**src/rtl/train_seq_pkg.sv**
```systemverilog
package train_seq_pkg;
  typedef enum logic [1:0] {
    ST_IDLE  = 2'd0,
    ST_WARM  = 2'd1,
    ST_ACQ   = 2'd2,
    ST_DRAIN = 2'd3
  } seq_state_e;
endpackage

```
**src/rtl/seq_cfg_shadow.sv**
```systemverilog
// Holds the configuration for the running train. While idle the live,
// clamped inputs pass straight through and are captured each cycle.
module seq_cfg_shadow #(
  parameter int BUNCH_W  = 12,
  parameter int SPACE_W  = 16,
  parameter int SETTLE_W = 16,
  parameter int DRAIN_W  = 8,
  parameter int HOLD_W   = 24
) (
  input  logic                clk,
  input  logic                rst_n,
  input  logic                load,
  input  logic [BUNCH_W-1:0]  bunches_i,
  input  logic [SPACE_W-1:0]  spacing_i,
  input  logic [SETTLE_W-1:0] settle_i,
  input  logic [DRAIN_W-1:0]  drain_i,
  input  logic [HOLD_W-1:0]   holdoff_i,
  output logic [BUNCH_W-1:0]  bunches_o,
  output logic [SPACE_W-1:0]  spacing_o,
  output logic [SETTLE_W-1:0] settle_o,
  output logic [DRAIN_W-1:0]  drain_o,
  output logic [HOLD_W-1:0]   holdoff_o
);
  logic [BUNCH_W-1:0]  bun_c, bun_q;
  logic [SPACE_W-1:0]  spc_c, spc_q;
  logic [SETTLE_W-1:0] set_c, set_q;
  logic [DRAIN_W-1:0]  drn_q;
  logic [HOLD_W-1:0]   hld_q;

  // zero counts collapse to one for the fields that form a divisor/phase
  assign bun_c = (bunches_i == '0) ? BUNCH_W'(1)  : bunches_i;
  assign spc_c = (spacing_i == '0) ? SPACE_W'(1)  : spacing_i;
  assign set_c = (settle_i  == '0) ? SETTLE_W'(1) : settle_i;

  always_ff @(posedge clk) begin
    if (!rst_n) begin
      bun_q <= BUNCH_W'(1);
      spc_q <= SPACE_W'(1);
      set_q <= SETTLE_W'(1);
      drn_q <= '0;
      hld_q <= '0;
    end else if (load) begin
      bun_q <= bun_c;
      spc_q <= spc_c;
      set_q <= set_c;
      drn_q <= drain_i;
      hld_q <= holdoff_i;
    end
  end

  assign bunches_o = load ? bun_c     : bun_q;
  assign spacing_o = load ? spc_c     : spc_q;
  assign settle_o  = load ? set_c     : set_q;
  assign drain_o   = load ? drain_i   : drn_q;
  assign holdoff_o = load ? holdoff_i : hld_q;
endmodule

```
**src/rtl/seq_phase_fsm.sv**
```systemverilog
// Power phase controller: idle with hold-off, warm-up, acquisition, drain.
module seq_phase_fsm
  import train_seq_pkg::*;
#(
  parameter int SETTLE_W = 16,
  parameter int DRAIN_W  = 8,
  parameter int HOLD_W   = 24
) (
  input  logic                clk,
  input  logic                rst_n,
  input  logic                start_i,
  input  logic                last_xing_i,
  input  logic [SETTLE_W-1:0] settle_i,
  input  logic [DRAIN_W-1:0]  drain_i,
  input  logic [HOLD_W-1:0]   holdoff_i,
  output seq_state_e          state_o,
  output logic                acq_enter_o,
  output logic                reject_o
);
  localparam int CNT_W = (SETTLE_W > DRAIN_W) ? SETTLE_W : DRAIN_W;

  seq_state_e         state_q;
  logic [CNT_W-1:0]   cnt_q;
  logic [HOLD_W-1:0]  hold_q;
  logic               reject_q;
  logic               accept;

  assign accept      = (state_q == ST_IDLE) && (hold_q == '0);
  assign acq_enter_o = (state_q == ST_WARM) && (cnt_q == '0);

  always_ff @(posedge clk) begin
    if (!rst_n) begin
      state_q  <= ST_IDLE;
      cnt_q    <= '0;
      hold_q   <= '0;
      reject_q <= 1'b0;
    end else begin
      reject_q <= start_i && !accept;
      unique case (state_q)
        ST_IDLE: begin
          if (hold_q != '0) hold_q <= hold_q - 1'b1;
          if (start_i && accept) begin
            state_q <= ST_WARM;
            cnt_q   <= CNT_W'(settle_i - 1'b1);
          end
        end
        ST_WARM: begin
          if (cnt_q == '0) state_q <= ST_ACQ;
          else             cnt_q   <= cnt_q - 1'b1;
        end
        ST_ACQ: begin
          if (last_xing_i) begin
            if (drain_i == '0) begin
              state_q <= ST_IDLE;
              hold_q  <= holdoff_i;
            end else begin
              state_q <= ST_DRAIN;
              cnt_q   <= CNT_W'(drain_i - 1'b1);
            end
          end
        end
        ST_DRAIN: begin
          if (cnt_q == '0) begin
            state_q <= ST_IDLE;
            hold_q  <= holdoff_i;
          end else begin
            cnt_q <= cnt_q - 1'b1;
          end
        end
        default: state_q <= ST_IDLE;
      endcase
    end
  end

  assign state_o  = state_q;
  assign reject_o = reject_q;
endmodule

```
**src/rtl/seq_xing_ctr.sv**
```systemverilog
// Crossing phase and index counter inside the acquisition window.
module seq_xing_ctr #(
  parameter int BUNCH_W = 12,
  parameter int SPACE_W = 16
) (
  input  logic               clk,
  input  logic               rst_n,
  input  logic               acq_enter_i,
  input  logic               in_acq_i,
  input  logic [BUNCH_W-1:0] bunches_i,
  input  logic [SPACE_W-1:0] spacing_i,
  output logic               stb_o,
  output logic [BUNCH_W-1:0] idx_o,
  output logic               last_xing_o
);
  logic [SPACE_W-1:0] ph_q;
  logic [BUNCH_W-1:0] idx_q;
  logic               period_end;
  logic               at_top;

  assign period_end  = (ph_q == spacing_i - 1'b1);
  assign at_top      = (idx_q == bunches_i - 1'b1);
  assign stb_o       = in_acq_i && (ph_q == '0);
  assign last_xing_o = in_acq_i && period_end && at_top;

  always_ff @(posedge clk) begin
    if (!rst_n) begin
      ph_q  <= '0;
      idx_q <= '0;
    end else if (acq_enter_i) begin
      ph_q  <= '0;
      idx_q <= '0;
    end else if (in_acq_i) begin
      if (period_end) begin
        ph_q <= '0;
        if (!at_top) idx_q <= idx_q + 1'b1;
      end else begin
        ph_q <= ph_q + 1'b1;
      end
    end
  end

  assign idx_o = idx_q;
endmodule

```
**src/rtl/train_pwr_seq.sv**
```systemverilog
module train_pwr_seq
  import train_seq_pkg::*;
#(
  parameter int BUNCH_W  = 12,
  parameter int SPACE_W  = 16,
  parameter int SETTLE_W = 16,
  parameter int DRAIN_W  = 8,
  parameter int HOLD_W   = 24
) (
  input  logic                clk,
  input  logic                rst_n,
  input  logic                train_start,
  input  logic [BUNCH_W-1:0]  cfg_bunches,
  input  logic [SPACE_W-1:0]  cfg_spacing,
  input  logic [SETTLE_W-1:0] cfg_settle,
  input  logic [DRAIN_W-1:0]  cfg_drain,
  input  logic [HOLD_W-1:0]   cfg_holdoff,
  output logic                pwr_en,
  output logic                acq_win,
  output logic                xing_stb,
  output logic [BUNCH_W-1:0]  xing_idx,
  output logic                overlap_err
);
  seq_state_e          state;
  logic                acq_enter;
  logic                last_xing;
  logic [BUNCH_W-1:0]  bunches_e;
  logic [SPACE_W-1:0]  spacing_e;
  logic [SETTLE_W-1:0] settle_e;
  logic [DRAIN_W-1:0]  drain_e;
  logic [HOLD_W-1:0]   holdoff_e;

  seq_cfg_shadow #(
    .BUNCH_W(BUNCH_W), .SPACE_W(SPACE_W), .SETTLE_W(SETTLE_W),
    .DRAIN_W(DRAIN_W), .HOLD_W(HOLD_W)
  ) cfg_i (
    .clk(clk), .rst_n(rst_n), .load(state == ST_IDLE),
    .bunches_i(cfg_bunches), .spacing_i(cfg_spacing), .settle_i(cfg_settle),
    .drain_i(cfg_drain), .holdoff_i(cfg_holdoff),
    .bunches_o(bunches_e), .spacing_o(spacing_e), .settle_o(settle_e),
    .drain_o(drain_e), .holdoff_o(holdoff_e)
  );

  seq_phase_fsm #(
    .SETTLE_W(SETTLE_W), .DRAIN_W(DRAIN_W), .HOLD_W(HOLD_W)
  ) fsm_i (
    .clk(clk), .rst_n(rst_n), .start_i(train_start), .last_xing_i(last_xing),
    .settle_i(settle_e), .drain_i(drain_e), .holdoff_i(holdoff_e),
    .state_o(state), .acq_enter_o(acq_enter), .reject_o(overlap_err)
  );

  seq_xing_ctr #(
    .BUNCH_W(BUNCH_W), .SPACE_W(SPACE_W)
  ) xing_i (
    .clk(clk), .rst_n(rst_n), .acq_enter_i(acq_enter),
    .in_acq_i(state == ST_ACQ), .bunches_i(bunches_e), .spacing_i(spacing_e),
    .stb_o(xing_stb), .idx_o(xing_idx), .last_xing_o(last_xing)
  );

  assign pwr_en  = (state != ST_IDLE);
  assign acq_win = (state == ST_ACQ);
endmodule

```
**config.mk**
```make
export PLATFORM = sky130hd
export DESIGN_NAME = train_pwr_seq
export DESIGN_NICKNAME = d
export VERILOG_FILES = /design/src/rtl/train_seq_pkg.sv /design/src/rtl/seq_cfg_shadow.sv /design/src/rtl/seq_phase_fsm.sv /design/src/rtl/seq_xing_ctr.sv /design/src/rtl/train_pwr_seq.sv
export SDC_FILE = /design/constraint.sdc
export NUM_CORES = 1
export LEC_CHECK = 0
export BUFFER_PORTS_ARGS = -buffer_cell sky130_fd_sc_hd__buf_2
export CAP_MARGIN = 20
export CORE_ASPECT_RATIO = 1.2
export CORE_UTILIZATION = 55
export CTS_CLUSTER_DIAMETER = 120
export DETAILED_ROUTE_END_ITERATION = 12
export GPL_TIMING_DRIVEN = 0
export PLACE_DENSITY = 0.76
export SYNTH_ARGS = -nofsm -noshare
export SYNTH_HDL_FRONTEND = slang
export SYNTH_HIERARCHICAL = 1
export SYNTH_SLANG_ARGS = --single-unit
```
**constraint.sdc**
```tcl
create_clock -name clk -period 5.65 [get_ports clk]
set_input_delay 0.8475 -clock clk [delete_from_list [all_inputs] [get_ports clk]]
set_output_delay 0.8475 -clock clk [all_outputs]
set_load 0.03 [all_outputs]
```
==> results.sh <==
export IMPL_worstReg2RegStart="fsm_i/state_o[1]$_SDFFE_PN0P_"
export IMPL_start_util_pct=56.1
export IMPL_drcViolationCount=0
export IMPL_cp_common_cell="nor2_1"
export IMPL_antenna_found_initial=1
export IMPL_hp_class="register to register"
export IMPL_path_buf_inv=5
export IMPL_synth_ff_type="dfxtp_1"
export IMPL_hold_violations=0
export IMPL_path_clk_slew_ns=0.06
export IMPL_critPathMaxFanout=10
export IMPL_drt_iter0_drc=659
export IMPL_post_drt_wl_per_cell_um=17.0
export IMPL_final_core_util_pct=64.7
export IMPL_final_cells=1316
export IMPL_status="completed"
export IMPL_clock_root_buffer="clkbuf_16"
export IMPL_synth_area_leader_cell="dfxtp_1"
export IMPL_syn_area_um2=8700
export IMPL_peakVddDrop_uv=315
export IMPL_cts_setup_buffers=0
export IMPL_h_tree_depth=4
export IMPL_arrival_ns=5.52
export IMPL_cts_tree="done"
export IMPL_avgSynthCellArea_um2=8.88
export IMPL_max_stage_delay_ns=0.58
export IMPL_clk_insertion_delay_late_ns=0.43
export IMPL_yosysSeqAreaShare_pct=33.8
export IMPL_synth_area_leaders="dfxtp_1 34%, mux2_4 11%, and2_1 5.3%"
export IMPL_die_h_um=140
export IMPL_crit_path_start="fsm_i/state_o[1]$_SDFFE_PN0P_"
export IMPL_gr_usage_all_layers_pct=28.4
export IMPL_finalWirelength_mm=22.3
export IMPL_netlist_instances=980
export IMPL_setup_tns_ns=0
export IMPL_synth_nets=1068
export IMPL_ys_async_sr_fraction_pct=0
export IMPL_maxCapViolCount=0
export IMPL_drtAntennaViolNets=0
export IMPL_cts_buffers=17
export IMPL_reg2reg_depth=21
export IMPL_crit_type="register to register"
export IMPL_cellPowerDensity_nw_per_um2=419
export IMPL_worstMarginPinSlew_ns=0.851
export IMPL_core_um2=15500
export IMPL_hold_end="fsm_i/hold_q[20]$_SDFFE_PN0P_"
export IMPL_cp_required_ns=6.00
export IMPL_ys_seq_elements=147
export IMPL_min_path_cells=2
export IMPL_portBuffers=94
export IMPL_fmax_mhz=194
export IMPL_drive_gt1_share_pct=22.3
export IMPL_crit_path_cell_trace="nor2_1 > buf_6 > buf_6 > mux2i_1 > o31ai_1 > inv_1 > ha_1 > nor3b_1 > a21oi_1 > nor4_1 > o211a_1 > o2111ai_1 > nor2_1 > nand2b_1 > o32ai_1 > a31oi_1 > nor2_1 > clkbuf_1 > clkbuf_2 > nand2_1 > a21oi_1"
export IMPL_dieArea_um2=16300
export IMPL_ctsLongestPathBuffers=2
export IMPL_r2r_setup_slack_ns=0.49
export IMPL_fin_crit_sh_pct=91.4
export IMPL_dr_pass1_iters=5
export IMPL_yosysUniqueCellTypes=74
export IMPL_io_pins=95
export IMPL_via_count=7709
export IMPL_critPathTopFamily="simple AND/OR/NAND/NOR gates"
export IMPL_crit_slowest_cell="nor3b_1"
export IMPL_synth_edf_count=0
export IMPL_yosys_warnings=6
export IMPL_synth_top_cell_area_share_pct=33.8
export IMPL_grt_pass1_vias=7332
export IMPL_report_final_setup_viol=0
export IMPL_maxSlewHeadroom_pct=42.8
export IMPL_hold_start="fsm_i/hold_q[20]$_SDFFE_PN0P_"
export IMPL_min_period_ns=5.16
export IMPL_place_congestion=0.898
export IMPL_power_leakage_nw=4.14
export IMPL_grt_pass1_wl_mm=36.3
export IMPL_fin_nets=1181
export IMPL_row_count=50
export IMPL_grt_max_degree=17
export IMPL_dpl_cell_count=1282
export IMPL_maxSlewViolCount=0
export IMPL_fin_skew_ns=0.00995
export IMPL_worstSetupEndpointType="register"
export IMPL_drt_vias_per_instance=5.86
export IMPL_die_w_um=117
export IMPL_total_power_mw=4.21
export IMPL_grt_ovfl_total=0
export IMPL_rsz0062_at_grt="false"
export IMPL_area_growth_syn_to_layout_pct=15.3
export IMPL_critPathLaunchType="register"
export IMPL_hpwl_mm=16.1
export IMPL_clock_sinks=147
export IMPL_reg2reg_to="fsm_i/hold_q[14]$_SDFFE_PN0P_"
export IMPL_holdWs_ns=0.479
-- placed cells by master (no fill, tap or decap), drive strengths merged, types with 9 or more instances in the layout --
| cell | synthesis | final |
|---|---|---|
| or4 | 11 | 11 |
| a22o | 10 | 10 |
| xor2 | 33 | 33 |
| o21ai | 48 | 48 |
| dfxtp | 147 | 147 |
| buf | 24 | 118 |
| clkbuf | 34 | 53 |
| xnor2 | 38 | 38 |
| nand3 | 26 | 26 |
| nor3 | 21 | 21 |
| ha | 9 | 9 |
| or3 | 16 | 16 |
| nor4 | 30 | 30 |
| nand4 | 12 | 12 |
| a21oi | 51 | 51 |
| and3 | 11 | 11 |
| nor2 | 81 | 81 |
| inv | 20 | 21 |
| nand2 | 76 | 76 |
| and2 | 74 | 74 |
| mux2 | 74 | 74 |
| mux2i | 15 | 15 |
-- timing repair --
| item | in CTS | in global routing |
|---|---|---|
| resized for setup | 0 | 3 |
| endpoints found under the hold margin | 0 | 0 |
| endpoints found under the setup margin | 0 | 10 |
| hold buffers | 0 | 0 |
-- state kept, by name, indices dropped and copies added, names as in the netlist --
signal / flops
cfg_i/drn_q: 8
xing_i/ph_q: 16
fsm_i/state_o: 2
cfg_i/set_q: 16
cfg_i/bun_q: 12
cfg_i/hld_q: 24
xing_i/idx_o: 12
fsm_i/hold_q: 24
cfg_i/spc_q: 16
fsm_i/reject_o: 1
fsm_i/cnt_q: 16
-- cells by family (layout without fill, tap and decap cells) --
family	after synthesis	after routing	synth area share (%)
AO/OA/AOI/OAI	183	183	13.7
multiplexers	89	89	14.0
adder cells (fa/ha/maj)	9	9	1.29
other	0	2	0
buffers and inverters	78	204	4.89
AND/OR/NAND/NOR	403	403	25.2
XOR/XNOR	71	71	7.14
flip-flops	147	147	33.8
-- cell usage after synthesis (10+ instances only) --
master and number:
mux2_4 62, buf_6 14, nor4_1 29, mux2i_1 15, xnor2_1 38, a22o_1 10, and2_1 74, clkbuf_1 34
nor3_1 20, a21oi_1 51, and3_1 11, o21ai_0 45, nand4_1 11, mux2_2 12, xor2_1 33, dfxtp_1 147
nand2_1 76, inv_1 20, nor2_1 81, nand3_1 26, or3_1 16
-- through the flow --
stage	setup WS, ns	instance area [um2]
2_1_floorplan	1.25	8700
3_3_place_gp	0.0423	9440
3_5_place_dp	-0.0592	9440
4_1_cts	0.378	10000
5_1_grt	0.0199	10000
6_report	0.487	10000
-- tightest hold or removal path, cell delays in order (launching register included) --
cell     delay (ns)
dfxtp_1        0.30
o21ai_1        0.07
a21oi_1        0.06
-- power by group --
part	switching [mW]	total, mW	internal [mW]
logic	0.994	1.78	0.784
clock network	0.453	1.12	0.671
registers	0.109	1.31	1.20
-- worst max-delay path by stage --
stage / end / slack (ns) / cells past startpoint
2_1_floorplan: fsm_i/hold_q[10]$_SDFFE_PN0P_ / 1.25 / 20
3_3_place_gp: fsm_i/hold_q[14]$_SDFFE_PN0P_ / 0.04 / 21
3_5_place_dp: fsm_i/hold_q[13]$_SDFFE_PN0P_ / -0.06 / 21
4_1_cts: fsm_i/hold_q[13]$_SDFFE_PN0P_ / 0.38 / 21
5_1_grt: fsm_i/hold_q[10]$_SDFFE_PN0P_ / 0.02 / 21
6_report: fsm_i/hold_q[14]$_SDFFE_PN0P_ / 0.49 / 21
-- routing by layer --
metal	global-route usage (%)	routed length [um]	vias to the layer above
li1	-	-	3731
met4	12.3	573	0
met3	4.79	1270	35
met5	0	0	-
met2	46.6	10700	309
met1	36.2	9800	3634
-- cell type report --
class | instances | area (um2)
multi-input cells | 755 | 5340
flip-flops and latches | 147 | 2940
diodes | 2 | 5.00
clock inverters | 13 | 134
clock buffers | 19 | 453
repair buffers | 94 | 470
inverters | 20 | 75.1
plain buffers | 58 | 352
well taps | 208 | 260
fillers | 1376 | 5480
Note: power is estimated with default switching activity, not from simulation.
